File: config.mk
export PLATFORM = sky130hd
export DESIGN_NAME = reg_init_seq
export DESIGN_NICKNAME = d
export VERILOG_FILES = /design/src/rtl/rseq_pkg.sv /design/src/rtl/rseq_table.sv /design/src/rtl/rseq_delay.sv /design/src/rtl/reg_init_seq.sv
export SDC_FILE = /design/constraint.sdc
export NUM_CORES = 1
export LEC_CHECK = 0
export ABC_AREA = 0
export ABC_CLOCK_PERIOD_IN_PS = 16700
export BUFFER_PORTS_ARGS = -buffer_cell sky130_fd_sc_hd__buf_2
export CORE_ASPECT_RATIO = 1.25
export CORE_MARGIN = 1.5
export CORE_UTILIZATION = 60
export CTS_CLUSTER_DIAMETER = 100
export DETAILED_ROUTE_END_ITERATION = 8
export HOLD_SLACK_MARGIN = 0.1
export PLACE_DENSITY = 0.8
export RECOVER_POWER = 100
export SLEW_MARGIN = 5
export SYNTH_ARGS = -nofsm -noshare
export SYNTH_HDL_FRONTEND = slang
export SYNTH_SLANG_ARGS = --single-unit
File: constraint.sdc
create_clock -name clk -period 16.7 [get_ports clk]
set_input_delay 0 -clock clk [delete_from_list [all_inputs] [get_ports clk]]
set_output_delay 0 -clock clk [all_outputs]
set_load 0.02 [all_outputs]
File: src/rtl/rseq_pkg.sv
package rseq_pkg;
    localparam logic [7:0] MARK = 8'hFF;

    typedef enum logic [2:0] {
        ST_IDLE,
        ST_EXEC,
        ST_READ,
        ST_WRITE,
        ST_WAIT
    } rseq_state_e;
endpackage

File: src/rtl/rseq_table.sv
module rseq_table #(
    parameter int ENTRIES = 16,
    parameter int BW      = 6,
    parameter int IW      = 4
) (
    input  logic          clk,
    input  logic          rst_n,
    input  logic          wr_en,
    input  logic [BW-1:0] wr_idx,
    input  logic [7:0]    wr_byte,
    input  logic [IW-1:0] rd_ent,
    output logic [7:0]    ent_addr,
    output logic [7:0]    ent_mask,
    output logic [7:0]    ent_val
);
    import rseq_pkg::*;

    localparam int NBYTES = ENTRIES * 3;

    logic [7:0]    mem_q [NBYTES];
    logic [7:0]    mem_d [NBYTES];
    logic [BW-1:0] base;

    always_comb begin
        mem_d = mem_q;
        if (wr_en && (int'(wr_idx) < NBYTES)) begin
            mem_d[wr_idx] = wr_byte;
        end
    end

    always_ff @(posedge clk or negedge rst_n) begin
        if (!rst_n) begin
            for (int i = 0; i < NBYTES; i++) begin
                mem_q[i] <= MARK;
            end
        end else begin
            mem_q <= mem_d;
        end
    end

    always_comb begin
        base     = BW'(rd_ent) * BW'(3);
        ent_addr = mem_q[base];
        ent_mask = mem_q[base + BW'(1)];
        ent_val  = mem_q[base + BW'(2)];
    end
endmodule

File: src/rtl/rseq_delay.sv
module rseq_delay #(
    parameter int W = 8
) (
    input  logic         clk,
    input  logic         rst_n,
    input  logic         load,
    input  logic [W-1:0] load_val,
    input  logic         tick,
    output logic         fin
);
    typedef struct packed {
        logic         run;
        logic [W-1:0] cnt;
    } dly_t;

    dly_t d, q;

    always_comb begin
        d   = q;
        fin = 1'b0;
        if (load) begin
            if (load_val == '0) begin
                fin = 1'b1;
            end else if (tick && (load_val == W'(1))) begin
                fin = 1'b1;
            end else begin
                d.run = 1'b1;
                d.cnt = tick ? (load_val - W'(1)) : load_val;
            end
        end else if (q.run && tick) begin
            if (q.cnt == W'(1)) begin
                fin   = 1'b1;
                d.run = 1'b0;
            end else begin
                d.cnt = q.cnt - W'(1);
            end
        end
    end

    always_ff @(posedge clk or negedge rst_n) begin
        if (!rst_n) begin
            q.run <= 1'b0;
            q.cnt <= '0;
        end else begin
            q <= d;
        end
    end

    AST_CNT_LIVE: assert property (@(posedge clk) disable iff (!rst_n)
        q.run |-> (q.cnt != '0)) else $error("delay counter running at zero");
endmodule

File: src/rtl/reg_init_seq.sv
module reg_init_seq #(
    parameter int ENTRIES = 16,
    localparam int NBYTES = ENTRIES * 3,
    localparam int CAW    = $clog2(NBYTES)
) (
    input  logic           clk,
    input  logic           rst_n,
    input  logic           start,
    input  logic           ms_tick,
    input  logic           cfg_we,
    input  logic [CAW-1:0] cfg_addr,
    input  logic [7:0]     cfg_wdata,
    output logic           busy,
    output logic           done,
    output logic           err,
    output logic           bus_req,
    output logic           bus_we,
    output logic [7:0]     bus_addr,
    output logic [7:0]     bus_wdata,
    input  logic           bus_ack,
    input  logic           bus_err,
    input  logic [7:0]     bus_rdata
);
    import rseq_pkg::*;

    localparam int IW = (ENTRIES > 1) ? $clog2(ENTRIES) : 1;
    localparam int PW = $clog2(ENTRIES + 1);

    typedef struct packed {
        rseq_state_e   st;
        logic [PW-1:0] ptr;
        logic          req;
        logic          we;
        logic [7:0]    addr;
        logic [7:0]    wdata;
        logic          done;
        logic          err;
    } seq_t;

    seq_t d, q;

    logic [7:0] e_addr, e_mask, e_val;
    logic       at_end, dly_load, dly_fin, tbl_we;

    assign tbl_we   = cfg_we && (q.st == ST_IDLE);
    assign at_end   = (q.ptr == PW'(ENTRIES));
    assign dly_load = (q.st == ST_EXEC) && !at_end && (e_addr == MARK) && (e_mask != MARK);

    rseq_table #(.ENTRIES(ENTRIES), .BW(CAW), .IW(IW)) u_tbl (
        .clk      (clk),
        .rst_n    (rst_n),
        .wr_en    (tbl_we),
        .wr_idx   (cfg_addr),
        .wr_byte  (cfg_wdata),
        .rd_ent   (q.ptr[IW-1:0]),
        .ent_addr (e_addr),
        .ent_mask (e_mask),
        .ent_val  (e_val)
    );

    rseq_delay #(.W(8)) u_dly (
        .clk      (clk),
        .rst_n    (rst_n),
        .load     (dly_load),
        .load_val (e_mask),
        .tick     (ms_tick),
        .fin      (dly_fin)
    );

    always_comb begin
        d      = q;
        d.done = 1'b0;
        case (q.st)
            ST_IDLE: begin
                if (start) begin
                    d.st  = ST_EXEC;
                    d.ptr = '0;
                    d.err = 1'b0;
                end
            end
            ST_EXEC: begin
                if (at_end || ((e_addr == MARK) && (e_mask == MARK))) begin
                    d.done = 1'b1;
                    d.st   = ST_IDLE;
                end else if (e_addr == MARK) begin
                    if (dly_fin) begin
                        d.ptr = q.ptr + PW'(1);
                    end else begin
                        d.st = ST_WAIT;
                    end
                end else begin
                    d.req   = 1'b1;
                    d.addr  = e_addr;
                    d.wdata = e_val;
                    d.we    = (e_mask == MARK);
                    d.st    = (e_mask == MARK) ? ST_WRITE : ST_READ;
                end
            end
            ST_READ: begin
                if (bus_ack) begin
                    if (bus_err) begin
                        d.req = 1'b0;
                        d.err = 1'b1;
                        d.st  = ST_IDLE;
                    end else begin
                        d.we    = 1'b1;
                        d.wdata = (bus_rdata & ~e_mask) | (e_val & e_mask);
                        d.st    = ST_WRITE;
                    end
                end
            end
            ST_WRITE: begin
                if (bus_ack) begin
                    d.req = 1'b0;
                    if (bus_err) begin
                        d.err = 1'b1;
                        d.st  = ST_IDLE;
                    end else begin
                        d.ptr = q.ptr + PW'(1);
                        d.st  = ST_EXEC;
                    end
                end
            end
            ST_WAIT: begin
                if (dly_fin) begin
                    d.ptr = q.ptr + PW'(1);
                    d.st  = ST_EXEC;
                end
            end
            default: d.st = ST_IDLE;
        endcase
    end

    always_ff @(posedge clk or negedge rst_n) begin
        if (!rst_n) begin
            q.st    <= ST_IDLE;
            q.ptr   <= '0;
            q.req   <= 1'b0;
            q.we    <= 1'b0;
            q.addr  <= '0;
            q.wdata <= '0;
            q.done  <= 1'b0;
            q.err   <= 1'b0;
        end else begin
            q <= d;
        end
    end

    assign busy      = (q.st != ST_IDLE);
    assign done      = q.done;
    assign err       = q.err;
    assign bus_req   = q.req;
    assign bus_we    = q.we;
    assign bus_addr  = q.addr;
    assign bus_wdata = q.wdata;

    AST_REQ_HOLD: assert property (@(posedge clk) disable iff (!rst_n)
        (bus_req && !bus_ack) |=> (bus_req && $stable(bus_addr) && $stable(bus_we) && $stable(bus_wdata)))
        else $error("request changed before ack");
    AST_IDLE_QUIET: assert property (@(posedge clk) disable iff (!rst_n)
        !busy |-> !bus_req) else $error("request while idle");
    AST_DONE_PULSE: assert property (@(posedge clk) disable iff (!rst_n)
        done |=> !done) else $error("done longer than one cycle");
    AST_ERR_STICKY: assert property (@(posedge clk) disable iff (!rst_n)
        (err && !start) |=> err) else $error("error flag dropped");
    AST_ERR_NO_DONE: assert property (@(posedge clk) disable iff (!rst_n)
        err |-> (!done && !busy)) else $error("error with done or busy");
    AST_START_IGNORED: assert property (@(posedge clk) disable iff (!rst_n)
        (busy && start && (q.ptr != '0)) |=> (q.ptr != '0)) else $error("walk restarted while busy");
endmodule

==> Yosys cells after proc, flatten, opt, wreduce, memory -nomap -nowiden <==
Index checks and enable logic that the tools add are counted.
{ "totals": {"register_bits": 421, "inputBits": 29, "output_inout_bits": 21, "word_cells": 191} }
{ "op_classes": {"addsub": 5, "multipliers": 1, "n_lt_le_gt_ge": 6, "n_eq_ne": 27, "muxes": 55, "n_bitwise": 10, "n_reduce_logical": 29} }
{ "op_table": {"columns": ["cell", "count"], "rows": [
  ["bitwise mux 384 bit", 1],
  ["binary-select mux 8 bit (select 6 bit)", 3],
  ["two-way mux 8 bit", 13],
  ["demux 8 bit (select 6 bit)", 1],
  ["two-way mux 9 bit", 5],
  [">= comparator 7 bit, second input constant", 4],
  ["NOT 6 -> 7 bit", 4],
  ["inequality test 2 bit, second input constant", 13],
  ["two-way mux 23 bit", 1],
  ["one-hot mux 5 bit (4 select lines)", 1],
  ["two-way mux 18 bit", 1],
  ["AND 8 bit", 2],
  ["== test 8 x 1 -> 1 bit, second input constant", 2],
  ["== test 8 bit, second input constant", 2],
  ["one-hot mux 8 bit (2 select lines)", 1],
  ["subtractor 8 x 1 -> 8 bit, second input constant", 2],
  ["two-way mux 1 bit", 15],
  ["two-way mux 5 bit", 3],
  ["one-hot mux 3 bit (5 select lines)", 1],
  ["two-way mux 3 bit", 4],
  ["AND reduction 4 bit", 3],
  ["AND reduction 5 bit", 2],
  ["logical AND 1 bit", 9],
  ["zero test 8 bit", 1],
  ["other kinds (29)", 39]
]} }

==> Logic depth before layout (Yosys ltp) <==
{ "depth": {"ltp_word": 15, "mapped_depth": 21} }

==> By module <==
From an unflattened synthesis, not the netlist that was laid out.
{ "unflattened": {"cells_unflattened": 1887, "area_unflattened_um2": 27114.8} }
{ "modules_own_cells": {"columns": ["mod", "instances", "cells_per_inst", "area_per_inst_um2", "seq_area_each_um2"], "rows": [
  ["rseq_table", 1, 1608, 24509.8, 10089.7],
  ["reg_init_seq", 1, 185, 1788.0, 700.7],
  ["rseq_delay", 1, 94, 817.0, 225.2]
]} }

==> Worst setup path before layout <==
Ideal clock, no wire load.
{ "synth_timing": {"kind": "register to register", "start": "reg q[21] (netlist name)", "end": "reg u_dly.q[2] (netlist name)", "setup_ns": 0.120, "arrival_ns": 5.287, "t_required_ns": 16.580, "slack_ns": 11.293, "path_stages_with_launch": 20, "period_less_slack_ns": 5.407, "path_cell_list": "dfrtp_1 > ha_1 > inv_1 > fa_1 > buf_2 > clkinv_1 > clkbuf_1 > ha_1 > clkbuf_1 > nand2_1 > xnor2_2 > buf_6 > mux4_1 > mux4_2 > a221oi_4 > nand4_2 > nor4_2 > or4b_4 > a21boi_1 > o211a_1"} }
{ "synth_via": {"elab_chain_len": 11, "elab_cells_between_ends": 30, "cone_classes": "2 x add/sub; 1 x mul; 7 x eq/ne; 10 x mux; 2 x bitwise; 8 x reduce/logical"} }
{ "synth_lines": {"columns": ["element", "line_no", "rtl"], "rows": [
  ["start, declared", "reg_init_seq.sv:40", "seq_t d, q;"],
  ["multiplier 4 x 2 -> 6 bit", "rseq_table.sv:42", "base = BW'(rd_ent) * BW'(3);"],
  ["adder 6 x 1 -> 6 bit", "rseq_table.sv:44", "ent_mask = mem_q[base + BW'(1)];"],
  ["NOT 6 -> 7 bit (implied by the code)", "rseq_table.sv:44", null],
  ["binary-select mux 8 bit (select 6 bit)", "rseq_table.sv:44", null],
  ["two-way mux 8 bit (implied by the code) (2 in a row)", "rseq_table.sv:44", null],
  ["subtractor 8 x 1 -> 8 bit", "rseq_delay.sv:28", "d.cnt = tick ? (load_val - W'(1)) : load_val;"],
  ["two-way mux 8 bit", "rseq_delay.sv:28", null],
  ["two-way mux 9 bit", "rseq_delay.sv:24", "end else if (tick && (load_val == W'(1))) begin"],
  ["two-way mux 9 bit", "rseq_delay.sv:22", "if (load_val == '0) begin"],
  ["two-way mux 9 bit", "rseq_delay.sv:21", "if (load) begin"],
  ["end, declared", "rseq_delay.sv:16", "dly_t d, q;"]
]} }
Several ways; a longest one is shown, not always the timed one. The select of a mux whose other input is x is not followed.
A chain may end at the register's enable or synchronous reset.

==> Final worst setup path <==
{ "layout_timing": {"start": "reg q[20] (netlist name)", "end": "reg u_dly.q[6] (netlist name)"} }
Same word-level chain as after synthesis.

==> impl_metrics.prom <==
# TYPE chip_impl_metric gauge
chip_impl_metric{name="floorplan.die.height",unit="um"} 243
chip_impl_info{name="clock_tree_from_tritoncts",value="done"} 1
chip_impl_metric{name="netlist_instances",unit=""} 2077
chip_impl_metric{name="numCtsBuffers",unit=""} 45
chip_impl_info{name="cp-startpoint",value="q[20]"} 1
chip_impl_metric{name="post-place-ws",unit="ps"} 9230
chip_impl_metric{name="via_per_inst",unit=""} 7.52
chip_impl_metric{name="clock_sinks",unit=""} 421
chip_impl_metric{name="die_area",unit="mm2"} 0.0473
chip_impl_metric{name="post-dp-hpwl",unit="mm"} 56.4
chip_impl_metric{name="number_of_enable_type_register_cells_in_the_synthesized_netlist",unit=""} 0
chip_impl_metric{name="start_util",unit=""} 0.610
chip_impl_metric{name="r2r_cells",unit=""} 15
chip_impl_metric{name="area_occupied_by_multi_input_gates",unit="mm2"} 0.0157
chip_impl_metric{name="max_cap_violations",unit=""} 9
chip_impl_info{name="ctsRootBufferMaster",value="clkbuf_16"} 1
chip_impl_info{name="failed_checks",value="capacitance limit, slew limit"} 1
chip_impl_metric{name="clk_latency",unit="ps"} 620
chip_impl_info{name="r2r-start",value="q[20]"} 1
chip_impl_info{name="ys_dominant_reg_cell",value="dfstp_2"} 1
chip_impl_metric{name="dr.first_iter.drc_count",unit=""} 2607
chip_impl_info{name="route.top_layer_used",value="met4"} 1
chip_impl_metric{name="layout.cell_area.non_filler",unit="mm2"} 0.0296
chip_impl_metric{name="worst_clock_skew",unit="ps"} 21.5
chip_impl_metric{name="max_clock_freq",unit="MHz"} 89.2
chip_impl_info{name="timing_worst_setup_path_type",value="reg2reg"} 1
chip_impl_info{name="holdPathEnd",value="u_tbl.mem_q[104]"} 1
chip_impl_metric{name="cp_max_fo",unit=""} 110
chip_impl_info{name="hp-start",value="cfg_wdata[0]"} 1
chip_impl_metric{name="fraction_of_post_synthesis_cell_area_in_the_top_cell_type_by_area",unit=""} 0.365
chip_impl_metric{name="post-route-worst-setup-slack",unit="ps"} 5490
chip_impl_info{name="worst_setup_path_end_kind",value="flop"} 1
chip_impl_metric{name="postSynthRegisterBits",unit=""} 421
chip_impl_metric{name="post_dp_cell_area",unit="mm2"} 0.0281
chip_impl_metric{name="area_growth",unit="%"} 7.32
chip_impl_metric{name="final_antenna_net_count",unit=""} 0
chip_impl_metric{name="final_util",unit=""} 0.655
chip_impl_metric{name="overflow",unit=""} 0
chip_impl_metric{name="first_pass_grt_wire_length",unit="mm"} 128
chip_impl_metric{name="post_drt_wl_per_cell",unit="um"} 31.9
chip_impl_info{name="unrepaired_setup_endpoints_after_global_routing",value="false"} 1
chip_impl_metric{name="design.portCount",unit=""} 50
chip_impl_info{name="synthDominantAreaCellType",value="dfstp_2"} 1
chip_impl_metric{name="vias_in_the_first_global_route",unit=""} 20000
chip_impl_metric{name="die-width",unit="um"} 195
chip_impl_metric{name="timing.reg2reg.setup_slack",unit="ps"} 5490
chip_impl_metric{name="timing.final.crit_period",unit="ps"} 11210
chip_impl_metric{name="slew-limit-headroom",unit=""} -2.24
chip_impl_metric{name="final_min_period_over_clock_period",unit=""} 0.672
chip_impl_metric{name="cts.htree.levels",unit=""} 2
chip_impl_metric{name="syn_nets",unit=""} 2117
chip_impl_metric{name="regArea",unit="mm2"} 0.0110
chip_impl_metric{name="finalSetupViolCount",unit=""} 0
chip_impl_metric{name="met1_length",unit="mm"} 30.3
chip_impl_metric{name="final_hold_viol_count",unit=""} 0
chip_impl_metric{name="clkTransAtPathRegs",unit="ps"} 60
chip_impl_metric{name="synth-seq-area-share",unit=""} 0.399
chip_impl_metric{name="critPathArrivalTime",unit="ps"} 11690
chip_impl_metric{name="place.gp.congestion",unit=""} 1.04
chip_impl_metric{name="postSynth.asyncResetShare",unit=""} 1.00
chip_impl_metric{name="met2WireLength",unit="mm"} 38.8
chip_impl_info{name="rr_endpoint",value="u_dly.q[6]"} 1
chip_impl_metric{name="yosysWarnings",unit=""} 0
chip_impl_metric{name="coreArea",unit="mm2"} 0.0453
chip_impl_metric{name="final.setup.tns",unit="ps"} 0
chip_impl_metric{name="via_count",unit=""} 19900
chip_impl_metric{name="synthDistinctLibCells",unit=""} 78
chip_impl_metric{name="num_rows",unit=""} 87
chip_impl_info{name="holdCritPathClass",value="in2reg"} 1
chip_impl_metric{name="maximum_number_of_pins_on_one_net_before_global_route_repair",unit=""} 159
chip_impl_metric{name="drcViolationCount",unit=""} 0
chip_impl_metric{name="fin_nets",unit=""} 2082
chip_impl_info{name="netlist_top_cells_area",value="dfstp_2 37%, mux4_2 21%, mux2_2 17%"} 1
chip_impl_metric{name="antenna_violations_before_repair",unit=""} 2
chip_impl_metric{name="post_synth_instance_area",unit="mm2"} 0.0276
chip_impl_metric{name="p_total",unit="mW"} 5.83
chip_impl_metric{name="power_leakage",unit="nW"} 11.4
chip_impl_metric{name="worstMarginPinSlew",unit="ps"} 4860
chip_impl_metric{name="final.hold.worst_slack",unit="ps"} 132
chip_impl_metric{name="numPortBuffers",unit=""} 49
chip_impl_metric{name="drv_slew",unit=""} 555
chip_impl_metric{name="cellPowerDensity",unit="mW/mm2"} 197
chip_impl_info{name="status",value="complete, but fails checks"} 1
chip_impl_metric{name="cts_buffer_depth",unit=""} 3
chip_impl_metric{name="worst-endpoint-required",unit="ps"} 17170
chip_impl_metric{name="instances_no_fill",unit=""} 2652
chip_impl_metric{name="place.detailed.instances",unit=""} 2557
chip_impl_metric{name="fillerInstances",unit=""} 3217
chip_impl_metric{name="detail_route.first_pass.iterations",unit=""} 6
chip_impl_metric{name="wirelength",unit="mm"} 84.5
chip_impl_metric{name="irDropWorstVdd",unit="mV"} 0.185
chip_impl_metric{name="worstHoldPathCells",unit=""} 2
chip_impl_metric{name="post-cts-setup-buffers",unit=""} 0
chip_impl_metric{name="fraction_of_final_layout_cells_with_drive_strength_greater_than_1",unit=""} 0.572
chip_impl_metric{name="total_global_route_track_usage",unit=""} 0.363
chip_impl_metric{name="postSynthAreaPerCell",unit="um2"} 13.3
chip_impl_metric{name="met3_wirelength",unit="mm"} 9.10
chip_impl_info{name="cp-start-kind",value="flop"} 1
[cells in the final DEF (no fill, tap or decap), drive strengths merged, types with 34 or more instances in the layout]
| cell | Yosys | routed |
|---|---|---|
| mux2 | 416 | 416 |
| mux4 | 262 | 262 |
| nor2 | 86 | 86 |
| dfrtp | 37 | 37 |
| nand2 | 139 | 139 |
| nand3 | 34 | 34 |
| clkbuf | 97 | 96 |
| dfstp | 384 | 384 |
| a21oi | 36 | 36 |
| mux2i | 119 | 119 |
| buf | 85 | 49 |
[area by class of cell]
cell class / instances / area share
inverters: 26 / 0.00329
diodes: 2 / 0.000169
repair buffers: 100 / 0.0208
flip-flops and latches: 421 / 0.372
clock inverters: 16 / 0.00696
multi-input cells: 1448 / 0.530
well taps: 578 / 0.0244
clock buffers: 61 / 0.0424
[Yosys cell counts, drive strengths merged (8+ instances only)]
master  number
nor4        13
a21oi       36
o22ai       14
mux4       262
mux2       416
mux2i      119
buf         85
ha          10
inv         24
nand3       34
nor2        86
nand2      139
dfrtp       37
o211ai      13
nor3        27
dfstp      384
nand3b      13
xnor2       12
o21ai       29
nor3b       21
nor2b       12
and2         8
or3          8
nand4       18
a31oi        8
and3        10
nand2b       8
clkbuf      97
a22oi       25
[state kept, by name, summed over array words and instances (netlist names)]
signal / count
bus_addr: 8
bus_req: 1
bus_wdata: 8
bus_we: 1
done: 1
err: 1
q: 8
u_dly.q: 9
u_tbl.mem_q: 384
[where the power goes]
group / total, mW / switching [mW] / internal [mW]
clock: 1.02 / 0.428 / 0.588
combinational: 3.40 / 2.07 / 1.32
sequential: 1.42 / 0.173 / 1.24
[metal layers]
layer / GRT usage / up-vias
li1: - / 8004
met4: 0.226 / 0
met1: 0.467 / 10100
met2: 0.556 / 1466
met5: 0 / -
met3: 0.0885 / 393
[worst max-delay path by stage]
stage | to | slack (ps)
6_report | u_dly.q[6] | 5490
5_1_grt | q[23] | 4530
4_1_cts | u_dly.q[4] | 9220
3_5_place_dp | u_dly.q[4] | 9230
3_3_place_gp | u_dly.q[6] | 9400
2_1_floorplan | u_dly.q[2] | 11290
[what timing repair did]
item	4_1_cts	5_1_grt
gates resized for setup	0	0
hold endpoints to repair	129	0
hold buffers	16	0
[critical path, stage by stage (launching register included)]
cell and delay (ps):
dfrtp_1 1310, clkinv_1 180, clkbuf_1 2790, ha_1 1730, buf_12 580, nand3_1 200, mux2i_1 1220, a22oi_1 490
a221oi_1 610, a221oi_1 180, a211oi_1 400, o31a_1 340, nor4_1 90, clkbuf_1 280, a21oi_1 430, o22ai_1 160
[cells by family (layout without fill, tap and decap cells)]
group / count (synthesis) / in the layout / synth area share
AOI/OAI and AO/OA: 216 / 216 / 0.0560
xor gates and xnor gates: 18 / 18 / 0.00833
adders and majority gates: 11 / 11 / 0.00525
buffers and inverters: 208 / 203 / 0.0332
DFF: 421 / 421 / 0.399
muxes: 797 / 797 / 0.427
other: 0 / 2 / 0
and+or+nand+nor: 406 / 406 / 0.0715
Note: power is estimated with default switching activity, not from simulation.
